`config.mk`:
```
export PLATFORM = sky130hd
export DESIGN_NAME = bitband_bridge
export DESIGN_NICKNAME = d
export VERILOG_FILES = /design/src/rtl/bb_pkg.sv /design/src/rtl/bb_rst_sync.sv /design/src/rtl/bb_addr_map.sv /design/src/rtl/bb_bit_merge.sv /design/src/rtl/bb_seq.sv /design/src/rtl/bitband_bridge.sv
export SDC_FILE = /design/constraint.sdc
export NUM_CORES = 1
export LEC_CHECK = 0
export ABC_AREA = 1
export BUFFER_PORTS_ARGS = -buffer_cell sky130_fd_sc_hd__buf_2
export CORE_MARGIN = 5
export CORE_UTILIZATION = 57
export DETAILED_ROUTE_END_ITERATION = 7
export PLACE_DENSITY = 0.86
export REMOVE_ABC_BUFFERS = 1
export SLEW_MARGIN = 15
export SYNTH_ARGS = -nofsm -noshare
export SYNTH_HDL_FRONTEND = slang
export SYNTH_SLANG_ARGS = --single-unit
```
`constraint.sdc`:
```
create_clock -name clk -period 12 [get_ports clk]
set_clock_uncertainty 0.15 [all_clocks]
set_input_delay 2.4 -clock clk [delete_from_list [all_inputs] [get_ports clk]]
set_output_delay 2.4 -clock clk [all_outputs]
set_load 0.03 [all_outputs]
```
`src/rtl/bb_pkg.sv`:
```
package bb_pkg;

  // Sequencer states of the bridge
  typedef enum logic [2:0] {
    ST_IDLE,
    ST_FWD,
    ST_FETCH,
    ST_STORE,
    ST_RESP
  } seq_state_e;

  // Classification of an accepted request
  typedef enum logic [1:0] {
    K_FWD,
    K_ALIAS_RD,
    K_ALIAS_WR
  } op_kind_e;

endpackage

```
`src/rtl/bb_rst_sync.sv`:
```
module bb_rst_sync #(
  parameter int STAGES = 2
) (
  input  logic clk,
  input  logic rst_n_async,
  output logic rst_n_sync
);

  logic [STAGES-1:0] chain_q;

  always_ff @(posedge clk or negedge rst_n_async) begin
    if (!rst_n_async) begin
      chain_q <= '0;
    end else begin
      chain_q <= {chain_q[STAGES-2:0], 1'b1};
    end
  end

  assign rst_n_sync = chain_q[STAGES-1];

endmodule

```
`src/rtl/bb_addr_map.sv`:
```
// Decodes a word address into alias-window membership, target word address
// and bit index.
module bb_addr_map #(
  parameter int                ADDR_W      = 32,
  parameter int                DATA_W      = 32,
  parameter logic [ADDR_W-1:0] ALIAS_BASE  = 32'h4200_0000,
  parameter logic [ADDR_W-1:0] TARGET_BASE = 32'h4000_0000,
  parameter int                REGION_LOG2 = 20,
  localparam int               LANE_W      = $clog2(DATA_W / 8),
  localparam int               BIT_W       = $clog2(DATA_W)
) (
  input  logic [ADDR_W-LANE_W-1:0] waddr,
  output logic                     is_alias,
  output logic [ADDR_W-1:0]        tgt_addr,
  output logic [BIT_W-1:0]         bit_sel
);

  // Each target byte expands to 8 alias words of 2^LANE_W bytes
  localparam int ALIAS_LOG2 = REGION_LOG2 + 3 + LANE_W;
  localparam int IDX_W      = REGION_LOG2 - LANE_W;

  logic [ADDR_W-1:0] word_off;

  always_comb begin
    is_alias = (waddr[ADDR_W-LANE_W-1:ALIAS_LOG2-LANE_W] ==
                ALIAS_BASE[ADDR_W-1:ALIAS_LOG2]);
    word_off = '0;
    word_off[REGION_LOG2-1:LANE_W] = waddr[BIT_W+IDX_W-1:BIT_W];
    tgt_addr = TARGET_BASE + word_off;
    bit_sel  = waddr[BIT_W-1:0];
  end

endmodule

```
`src/rtl/bb_bit_merge.sv`:
```
// Extracts one bit of a word and produces the word with that bit replaced.
module bb_bit_merge #(
  parameter int  DATA_W = 32,
  localparam int BIT_W  = $clog2(DATA_W)
) (
  input  logic [DATA_W-1:0] word,
  input  logic [BIT_W-1:0]  bit_sel,
  input  logic              new_bit,
  output logic [DATA_W-1:0] merged,
  output logic              picked
);

  for (genvar g = 0; g < DATA_W; g++) begin : g_lane
    assign merged[g] = (bit_sel == BIT_W'(g)) ? new_bit : word[g];
  end

  assign picked = word[bit_sel];

endmodule

```
`src/rtl/bb_seq.sv`:
```
// Request sequencer: forwards, or performs a locked fetch/store pair.
module bb_seq
  import bb_pkg::*;
(
  input  logic       clk,
  input  logic       rst_n,
  input  logic       up_valid,
  input  op_kind_e   kind_live,
  input  op_kind_e   kind_q,
  input  logic       dn_ready,
  output seq_state_e state,
  output logic       load,
  output logic       dn_valid,
  output logic       up_ready
);

  seq_state_e state_q, state_d;

  always_comb begin
    state_d = state_q;
    unique case (state_q)
      ST_IDLE: begin
        if (up_valid) begin
          state_d = (kind_live == K_FWD) ? ST_FWD : ST_FETCH;
        end
      end
      ST_FWD: begin
        if (dn_ready) state_d = ST_RESP;
      end
      ST_FETCH: begin
        if (dn_ready) state_d = (kind_q == K_ALIAS_WR) ? ST_STORE : ST_RESP;
      end
      ST_STORE: begin
        if (dn_ready) state_d = ST_RESP;
      end
      ST_RESP: state_d = ST_IDLE;
      default: state_d = ST_IDLE;
    endcase
  end

  always_ff @(posedge clk or negedge rst_n) begin
    if (!rst_n) begin
      state_q <= ST_IDLE;
    end else begin
      state_q <= state_d;
    end
  end

  assign state    = state_q;
  assign load     = (state_q == ST_IDLE) && up_valid;
  assign dn_valid = (state_q == ST_FWD) || (state_q == ST_FETCH) ||
                    (state_q == ST_STORE);
  assign up_ready = (state_q == ST_RESP);

endmodule

```
`src/rtl/bitband_bridge.sv`:
```
module bitband_bridge
  import bb_pkg::*;
#(
  parameter int                ADDR_W      = 32,
  parameter int                DATA_W      = 32,
  parameter logic [ADDR_W-1:0] ALIAS_BASE  = 32'h4200_0000,
  parameter logic [ADDR_W-1:0] TARGET_BASE = 32'h4000_0000,
  parameter int                REGION_LOG2 = 20,
  parameter int                SYNC_STAGES = 2
) (
  input  logic              clk,
  input  logic              rst_n,
  input  logic              up_valid,
  output logic              up_ready,
  input  logic              up_write,
  input  logic [ADDR_W-1:0] up_addr,
  input  logic [DATA_W-1:0] up_wdata,
  output logic [DATA_W-1:0] up_rdata,
  output logic              dn_valid,
  input  logic              dn_ready,
  output logic              dn_write,
  output logic [ADDR_W-1:0] dn_addr,
  output logic [DATA_W-1:0] dn_wdata,
  input  logic [DATA_W-1:0] dn_rdata
);

  localparam int LANE_W = $clog2(DATA_W / 8);
  localparam int BIT_W  = $clog2(DATA_W);

  logic       rst_n_int;
  seq_state_e state;
  logic       load;
  logic       is_alias;
  op_kind_e   kind_live;

  logic [ADDR_W-1:0] map_tgt;
  logic [BIT_W-1:0]  map_bit;

  // Captured request and working registers
  logic [ADDR_W-1:0] addr_q, addr_d;
  logic              write_q, write_d;
  logic [DATA_W-1:0] wdata_q, wdata_d;
  op_kind_e          kind_q, kind_d;
  logic [ADDR_W-1:0] tgt_q, tgt_d;
  logic [BIT_W-1:0]  bit_q, bit_d;
  logic [DATA_W-1:0] word_q, word_d;
  logic [DATA_W-1:0] rdata_q, rdata_d;
  logic              reg_en;

  logic [DATA_W-1:0] merge_src;
  logic [DATA_W-1:0] merged;
  logic              picked;
  logic              is_fwd;

  bb_rst_sync #(
    .STAGES(SYNC_STAGES)
  ) u_rst_sync (
    .clk        (clk),
    .rst_n_async(rst_n),
    .rst_n_sync (rst_n_int)
  );

  bb_addr_map #(
    .ADDR_W     (ADDR_W),
    .DATA_W     (DATA_W),
    .ALIAS_BASE (ALIAS_BASE),
    .TARGET_BASE(TARGET_BASE),
    .REGION_LOG2(REGION_LOG2)
  ) u_map (
    .waddr   (up_addr[ADDR_W-1:LANE_W]),
    .is_alias(is_alias),
    .tgt_addr(map_tgt),
    .bit_sel (map_bit)
  );

  assign kind_live = !is_alias ? K_FWD : (up_write ? K_ALIAS_WR : K_ALIAS_RD);

  bb_seq u_seq (
    .clk      (clk),
    .rst_n    (rst_n_int),
    .up_valid (up_valid),
    .kind_live(kind_live),
    .kind_q   (kind_q),
    .dn_ready (dn_ready),
    .state    (state),
    .load     (load),
    .dn_valid (dn_valid),
    .up_ready (up_ready)
  );

  // During the fetch the returned word is inspected directly; afterwards
  // the held copy feeds the merge for the store.
  assign merge_src = (state == ST_FETCH) ? dn_rdata : word_q;

  bb_bit_merge #(
    .DATA_W(DATA_W)
  ) u_merge (
    .word   (merge_src),
    .bit_sel(bit_q),
    .new_bit(wdata_q[0]),
    .merged (merged),
    .picked (picked)
  );

  // Next-state of the datapath registers
  always_comb begin
    addr_d  = addr_q;
    write_d = write_q;
    wdata_d = wdata_q;
    kind_d  = kind_q;
    tgt_d   = tgt_q;
    bit_d   = bit_q;
    word_d  = word_q;
    rdata_d = rdata_q;
    if (load) begin
      addr_d  = up_addr;
      write_d = up_write;
      wdata_d = up_wdata;
      kind_d  = kind_live;
      tgt_d   = map_tgt;
      bit_d   = map_bit;
      rdata_d = '0;
    end
    if ((state == ST_FWD) && dn_ready && !write_q) begin
      rdata_d = dn_rdata;
    end
    if ((state == ST_FETCH) && dn_ready) begin
      word_d  = dn_rdata;
      rdata_d = {{(DATA_W-1){1'b0}}, picked};
    end
  end

  assign reg_en = load || (dn_valid && dn_ready);

  always_ff @(posedge clk or negedge rst_n_int) begin
    if (!rst_n_int) begin
      addr_q  <= '0;
      write_q <= 1'b0;
      wdata_q <= '0;
      kind_q  <= K_FWD;
      tgt_q   <= '0;
      bit_q   <= '0;
      word_q  <= '0;
      rdata_q <= '0;
    end else if (reg_en) begin
      addr_q  <= addr_d;
      write_q <= write_d;
      wdata_q <= wdata_d;
      kind_q  <= kind_d;
      tgt_q   <= tgt_d;
      bit_q   <= bit_d;
      word_q  <= word_d;
      rdata_q <= rdata_d;
    end
  end

  assign is_fwd   = (kind_q == K_FWD);
  assign dn_addr  = is_fwd ? addr_q : tgt_q;
  assign dn_write = is_fwd ? write_q : (state == ST_STORE);
  assign dn_wdata = is_fwd ? wdata_q : ((state == ST_STORE) ? merged : '0);
  assign up_rdata = rdata_q;

endmodule

```
* After elaboration in Yosys (flattened, before gate mapping)
Cells that the tools add are included.
** Word-level totals
- Flip-flop bits (word level) :: 173
- Input bits :: 101
- Logic and storage cells :: 121
** Operators by class
- $add $sub $neg :: 1
- Magnitude comparators :: 1
- Eq/ne operators :: 40
- Multiplexer cells :: 50
- Reduce and logical (&&, ||, !) cells :: 19
** Operator list (number)
- 2-to-1 mux 32 bit :: 7
- == test 5 bit (second input constant) :: 16
- == test 5 x 4 -> 1 bit (second input constant) :: 8
- 2-to-1 mux 1 bit :: 34
- adder 31 x 20 -> 32 bit (first input constant) :: 1
- == test 5 x 3 -> 1 bit (second input constant) :: 4
- 2-to-1 mux 3 bit :: 4
- == test 5 x 2 -> 1 bit (second input constant) :: 2
- case mux 3 bit (3 select lines) :: 1
- == test 7 x 6 -> 1 bit (second input constant) :: 1
- == test 3 x 2 -> 1 bit (second input constant) :: 2
- less-than comparator 5 x 6 -> 1 bit (second input constant) :: 1
- 2-to-1 mux 2 bit :: 3
- AND reduction 2 bit :: 3
- binary-select mux 1 bit (select 5 bit) :: 1
- == test 5 x 1 -> 1 bit (second input constant) :: 1
- logical AND 1 bit :: 5
- logical NOT 5 bit :: 1
- logical NOT 2 bit :: 2
- inequality test 2 bit (second input constant) :: 2
- == test 3 x 1 -> 1 bit (second input constant) :: 1
- == test 3 bit (second input constant) :: 1
- logical NOT 3 bit :: 1
- logical OR 1 bit :: 3
- 6 further kinds :: 6

* Longest topological paths before layout
- Depth in word-level cells :: 6
- Gate-level depth with buffers :: 13

* Hierarchy
A second synthesis with hierarchy kept.
** Unflattened totals
- Cell total of the unflattened synthesis :: 1238
- Area total of the unflattened synthesis :: 9068.7 um^2
** Modules (own cells, without submodules)
- bitband_bridge :: instances 1, cells an instance 949, area each 7546.0 um^2, seq. area each 4204.0 um^2
- bb_bit_merge :: instances 1, cells an instance 204, area each 927.1 um^2, seq. area each 0.0 um^2
- bb_addr_map :: instances 1, cells an instance 47, area each 315.3 um^2, seq. area each 0.0 um^2
- bb_seq :: instances 1, cells an instance 35, area each 226.5 um^2, seq. area each 75.1 um^2
- bb_rst_sync :: instances 1, cells an instance 3, area each 53.8 um^2, seq. area each 50.0 um^2

* Worst setup path after synthesis
No wires, ideal clock.
- Path type :: input to output
- Start :: in dn_rdata[23]
- End :: out dn_wdata[23]
- Arrival time :: 3.458 ns
- Required time :: 9.450 ns
- Path slack :: 5.992 ns
- Cell stages on the path :: 4
- Buffers on the path :: 0
- Cells stage by stage :: inv_1 o21ai_0 a31oi_1 o31ai_1
** On the way
- Longest elaborated chain between the ends :: 4
** Ends and longest elaborated chain
- start, declared :: line bitband_bridge.sv:24 : input logic [DATA_W-1:0] dn_rdata
- 2-to-1 mux 32 bit :: line bitband_bridge.sv:93 : assign merge_src = (state == ST_FETCH) ? dn_rdata : word_q;
- 2-to-1 mux 1 bit :: line bb_bit_merge.sv:14 : assign merged[g] = (bit_sel == BIT_W'(g)) ? new_bit : word[g];
- 2-to-1 mux 32 bit (2 in series) :: line bitband_bridge.sv:160 : assign dn_wdata = is_fwd ? wdata_q : ((state == ST_STORE) ? merged : '0);
- end, declared :: line bitband_bridge.sv:23 : output logic [DATA_W-1:0] dn_wdata,
No other way between the ends.

* Worst setup path in the final report
- Start :: in dn_rdata[0]
- End :: out dn_wdata[0]
Same word-level chain as after synthesis.

==> flow_summary.json <==
{
  "peakVddDrop_mv": 0.220,
  "drtPass1Iterations": 5,
  "cellPowerDensity_mw_per_mm2": 271,
  "cpMostUsedCell": "buf_2",
  "rr_endpoint": "up_rdata[18]$_DFFE_PN0P_",
  "drv_slew": 0,
  "post-route-util_pct": 70.5,
  "pwr-share-seq_pct": 30.7,
  "pwr-share-clk_pct": 22.5,
  "final_cell_mix": "nand2_1 (350), buf_2 (199), dfrtp_1 (136), o21ai_0 (117), inv_1 (95)",
  "tightestPinTransition_ps": 1180,
  "place.gp.congestion": 0.828,
  "period_minus_slack_ps": 6120,
  "routed_via_density": 5.45,
  "grt_max_degree": 69,
  "holdPathStages": 0,
  "drt-total-wl_microns": 22000,
  "die_w_microns": 122,
  "cts_resized": 0,
  "grt.overflow.total": 0,
  "yosysWarnings": 0,
  "cp_max_fo": 2,
  "ys_ff_latch": 137,
  "ctsRootBufferMaster": "clkbuf_16",
  "cp-start-kind": "primary input",
  "rr_startpoint": "u_seq.state[1]$_DFFE_PN0P_",
  "rsz0062_at_grt": "false",
  "yosysUniqueCellTypes": 30,
  "cts_buffer_depth": 2,
  "clock_latency_ps": 430,
  "path_cells": "buf_2, inv_1, o21ai_0, a31oi_1, o31ai_1, buf_2",
  "slew_headroom_pct": 21.0,
  "crit_cells": 6,
  "grtUsageMet2_pct": 50.2,
  "grt_pass1_vias": 7110,
  "hold_buffers": 0,
  "layout_commonest_cell": "nand2_1",
  "core_sq_mm": 0.0125,
  "grtUsageMet1_pct": 36.2,
  "start_util_pct": 57.5,
  "synth.avg_cell_area_sq_um": 7.37,
  "routedWlPerCell_microns": 16.6,
  "path_buf_inv": 3,
  "r2r_slack_ps": 8200,
  "dp_hpwl_microns": 14500,
  "diodes": 0,
  "comb_power_share_pct": 46.8,
  "fin_hold_ws_ps": 199,
  "clkTransAtPathRegs_ps": 60,
  "vias": 7221,
  "fmax_ghz": 0.163,
  "post-cts-setup-buffers": 0,
  "grt-busiest-layer": "met2",
  "total_leakage_power_nw": 4.66,
  "p_int_mw": 1.26,
  "antenna_found_initial": 1,
  "cpPeakStageDelay_ps": 370,
  "rows": 41,
  "synth_area_sq_mm": 0.00717,
  "seq_area_frac_synth_pct": 47.8,
  "cts_sinks": 137,
  "sw_frac_of_total_pct": 47.1,
  "ant_nets": 0,
  "tns_ps": 0,
  "cp_top_family": "compound AO/OA/AOI/OAI gates",
  "rr_worst_depth": 7,
  "min_period_over_period_pct": 51.0,
  "hold_violations": 0,
  "die_h_microns": 122,
  "hold_path_class": "reg2reg",
  "grtUsageMet3_pct": 8.73,
  "h-tree-depth": 4,
  "drtIter0Drc": 600,
  "cp-end-kind": "output port",
  "pin_count": 200,
  "crit_slowest_cell": "o21ai_0",
  "netSwitchingPower_mw": 1.12,
  "layout-drive-gt1-share_pct": 22.2,
  "cp-startpoint": "dn_rdata[0]",
  "critPathKind": "in2out",
  "status": "finished clean",
  "synth_cells": 973,
  "grt_first_pass_wirelength_microns": 34600,
  "track_usage_pct": 30.0,
  "area_growth_pct": 22.6,
  "required_ps": 9450,
  "place.port_buffers": 199,
  "cap_violations": 0,
  "die_area_sq_mm": 0.0149,
  "final_net_count": 1240,
  "setup_viol_count_final": 0,
  "numCtsBuffers": 17,
  "cp.arrival_ps": 3570,
  "crit_path_end": "dn_wdata[0]",
  "cts_tree": "yes",
  "drc": 0
}
==> state kept, by name (all words and copies together) (netlist names) <==
register / flops
addr_q: 32
up_rdata: 32
wdata_q: 32
word_q: 32
u_seq.state: 3
kind_q: 2
u_rst_sync.chain_q: 2
tgt_q: 1
write_q: 1
==> layout make-up <==
class	instances	area [sq um]
Fill cell	1026	3670
Sequential cell	137	3430
Multi-Input combinational cell	673	3090
Timing Repair Buffer	208	1060
Clock buffer	23	498
Inverter	102	383
Tap cell	172	215
Clock inverter	9	113
==> cells in the mapped netlist <==
library cell | instances | area (sq um)
conb_1 | 1 | 3.75
mux2_2 | 1 | 11.3
o21ai_1 | 7 | 35.0
a32oi_1 | 7 | 61.3
buf_1 | 1 | 3.75
dfrtp_1 | 137 | 3430
nand3_4 | 1 | 17.5
a21oi_1 | 14 | 70.1
nand4_1 | 4 | 25.0
nor2_2 | 1 | 6.26
a21boi_0 | 2 | 15.0
nand2_1 | 351 | 1320
nor4_4 | 1 | 21.3
inv_1 | 95 | 357
o31ai_1 | 30 | 225
o21ai_0 | 117 | 586
buf_2 | 15 | 75.1
nand3_1 | 30 | 150
a22o_1 | 2 | 17.5
nor3_1 | 21 | 105
buf_4 | 9 | 67.6
buf_6 | 1 | 11.3
clkbuf_2 | 1 | 5.00
clkbuf_1 | 34 | 128
o22ai_1 | 3 | 18.8
nor2_1 | 51 | 191
nor2_4 | 2 | 22.5
nor4_1 | 19 | 119
a31oi_1 | 8 | 50.1
inv_2 | 7 | 26.3
==> cell families (layout without fill, tap and decap cells) <==
logic type | Yosys count | in the layout | share of synthesized area, %
simple gates | 481 | 481 | 27.6
compound gates | 190 | 190 | 15.0
buf+inv | 163 | 342 | 9.39
flops | 137 | 137 | 47.8
other cells | 1 | 1 | 0.0523
mux | 1 | 1 | 0.157
==> power groups by stage <==
stage	Combinational, mW	Clock, mW	Sequential (mW)
final	1.11	0.536	0.731
after detailed placement	1.10	0	0.733
after global placement	1.09	0	0.727
after CTS	1.11	0.538	0.728
after floorplan	0.692	0	0.777
after global routing	1.21	0.561	0.749
==> how the worst min path moves through the flow <==
stage	slack (ps)	start	end
5_1_grt	200	u_rst_sync.chain_q[0]$_DFF_PN0_	u_rst_sync.chain_q[1]$_DFF_PN0_
6_report	200	u_rst_sync.chain_q[0]$_DFF_PN0_	u_rst_sync.chain_q[1]$_DFF_PN0_
3_3_place_gp	180	u_rst_sync.chain_q[0]$_DFF_PN0_	u_rst_sync.chain_q[1]$_DFF_PN0_
3_5_place_dp	190	u_rst_sync.chain_q[0]$_DFF_PN0_	u_rst_sync.chain_q[1]$_DFF_PN0_
4_1_cts	200	u_rst_sync.chain_q[0]$_DFF_PN0_	u_rst_sync.chain_q[1]$_DFF_PN0_
2_1_floorplan	180	u_rst_sync.chain_q[0]$_DFF_PN0_	u_rst_sync.chain_q[1]$_DFF_PN0_
==> metrics by stage <==
step / setup slack (ps) / power (mW) / area [sq um] / cells
after floorplan: 5210 / 1.47 / 6880 / 912
after global placement: 5920 / 1.81 / 8180 / 1292
after detailed placement: 5920 / 1.84 / 8180 / 1292
after CTS: 5920 / 2.38 / 8790 / 1324
after global routing: 5850 / 2.52 / 8790 / 1324
final: 5880 / 2.38 / 8790 / 1324
==> per-layer routing <==
| layer | part of all wire [%] | up-vias | wire length (microns) |
|---|---|---|---|
| li1 | - | 3468 | - |
| met1 | 41 | 3371 | 9060 |
| met2 | 47 | 323 | 10300 |
| met3 | 9.3 | 57 | 2050 |
| met4 | 2.7 | 2 | 593 |
| met5 | 0.032 | - | 7 |
Note: power is estimated with default switching activity, not from simulation.
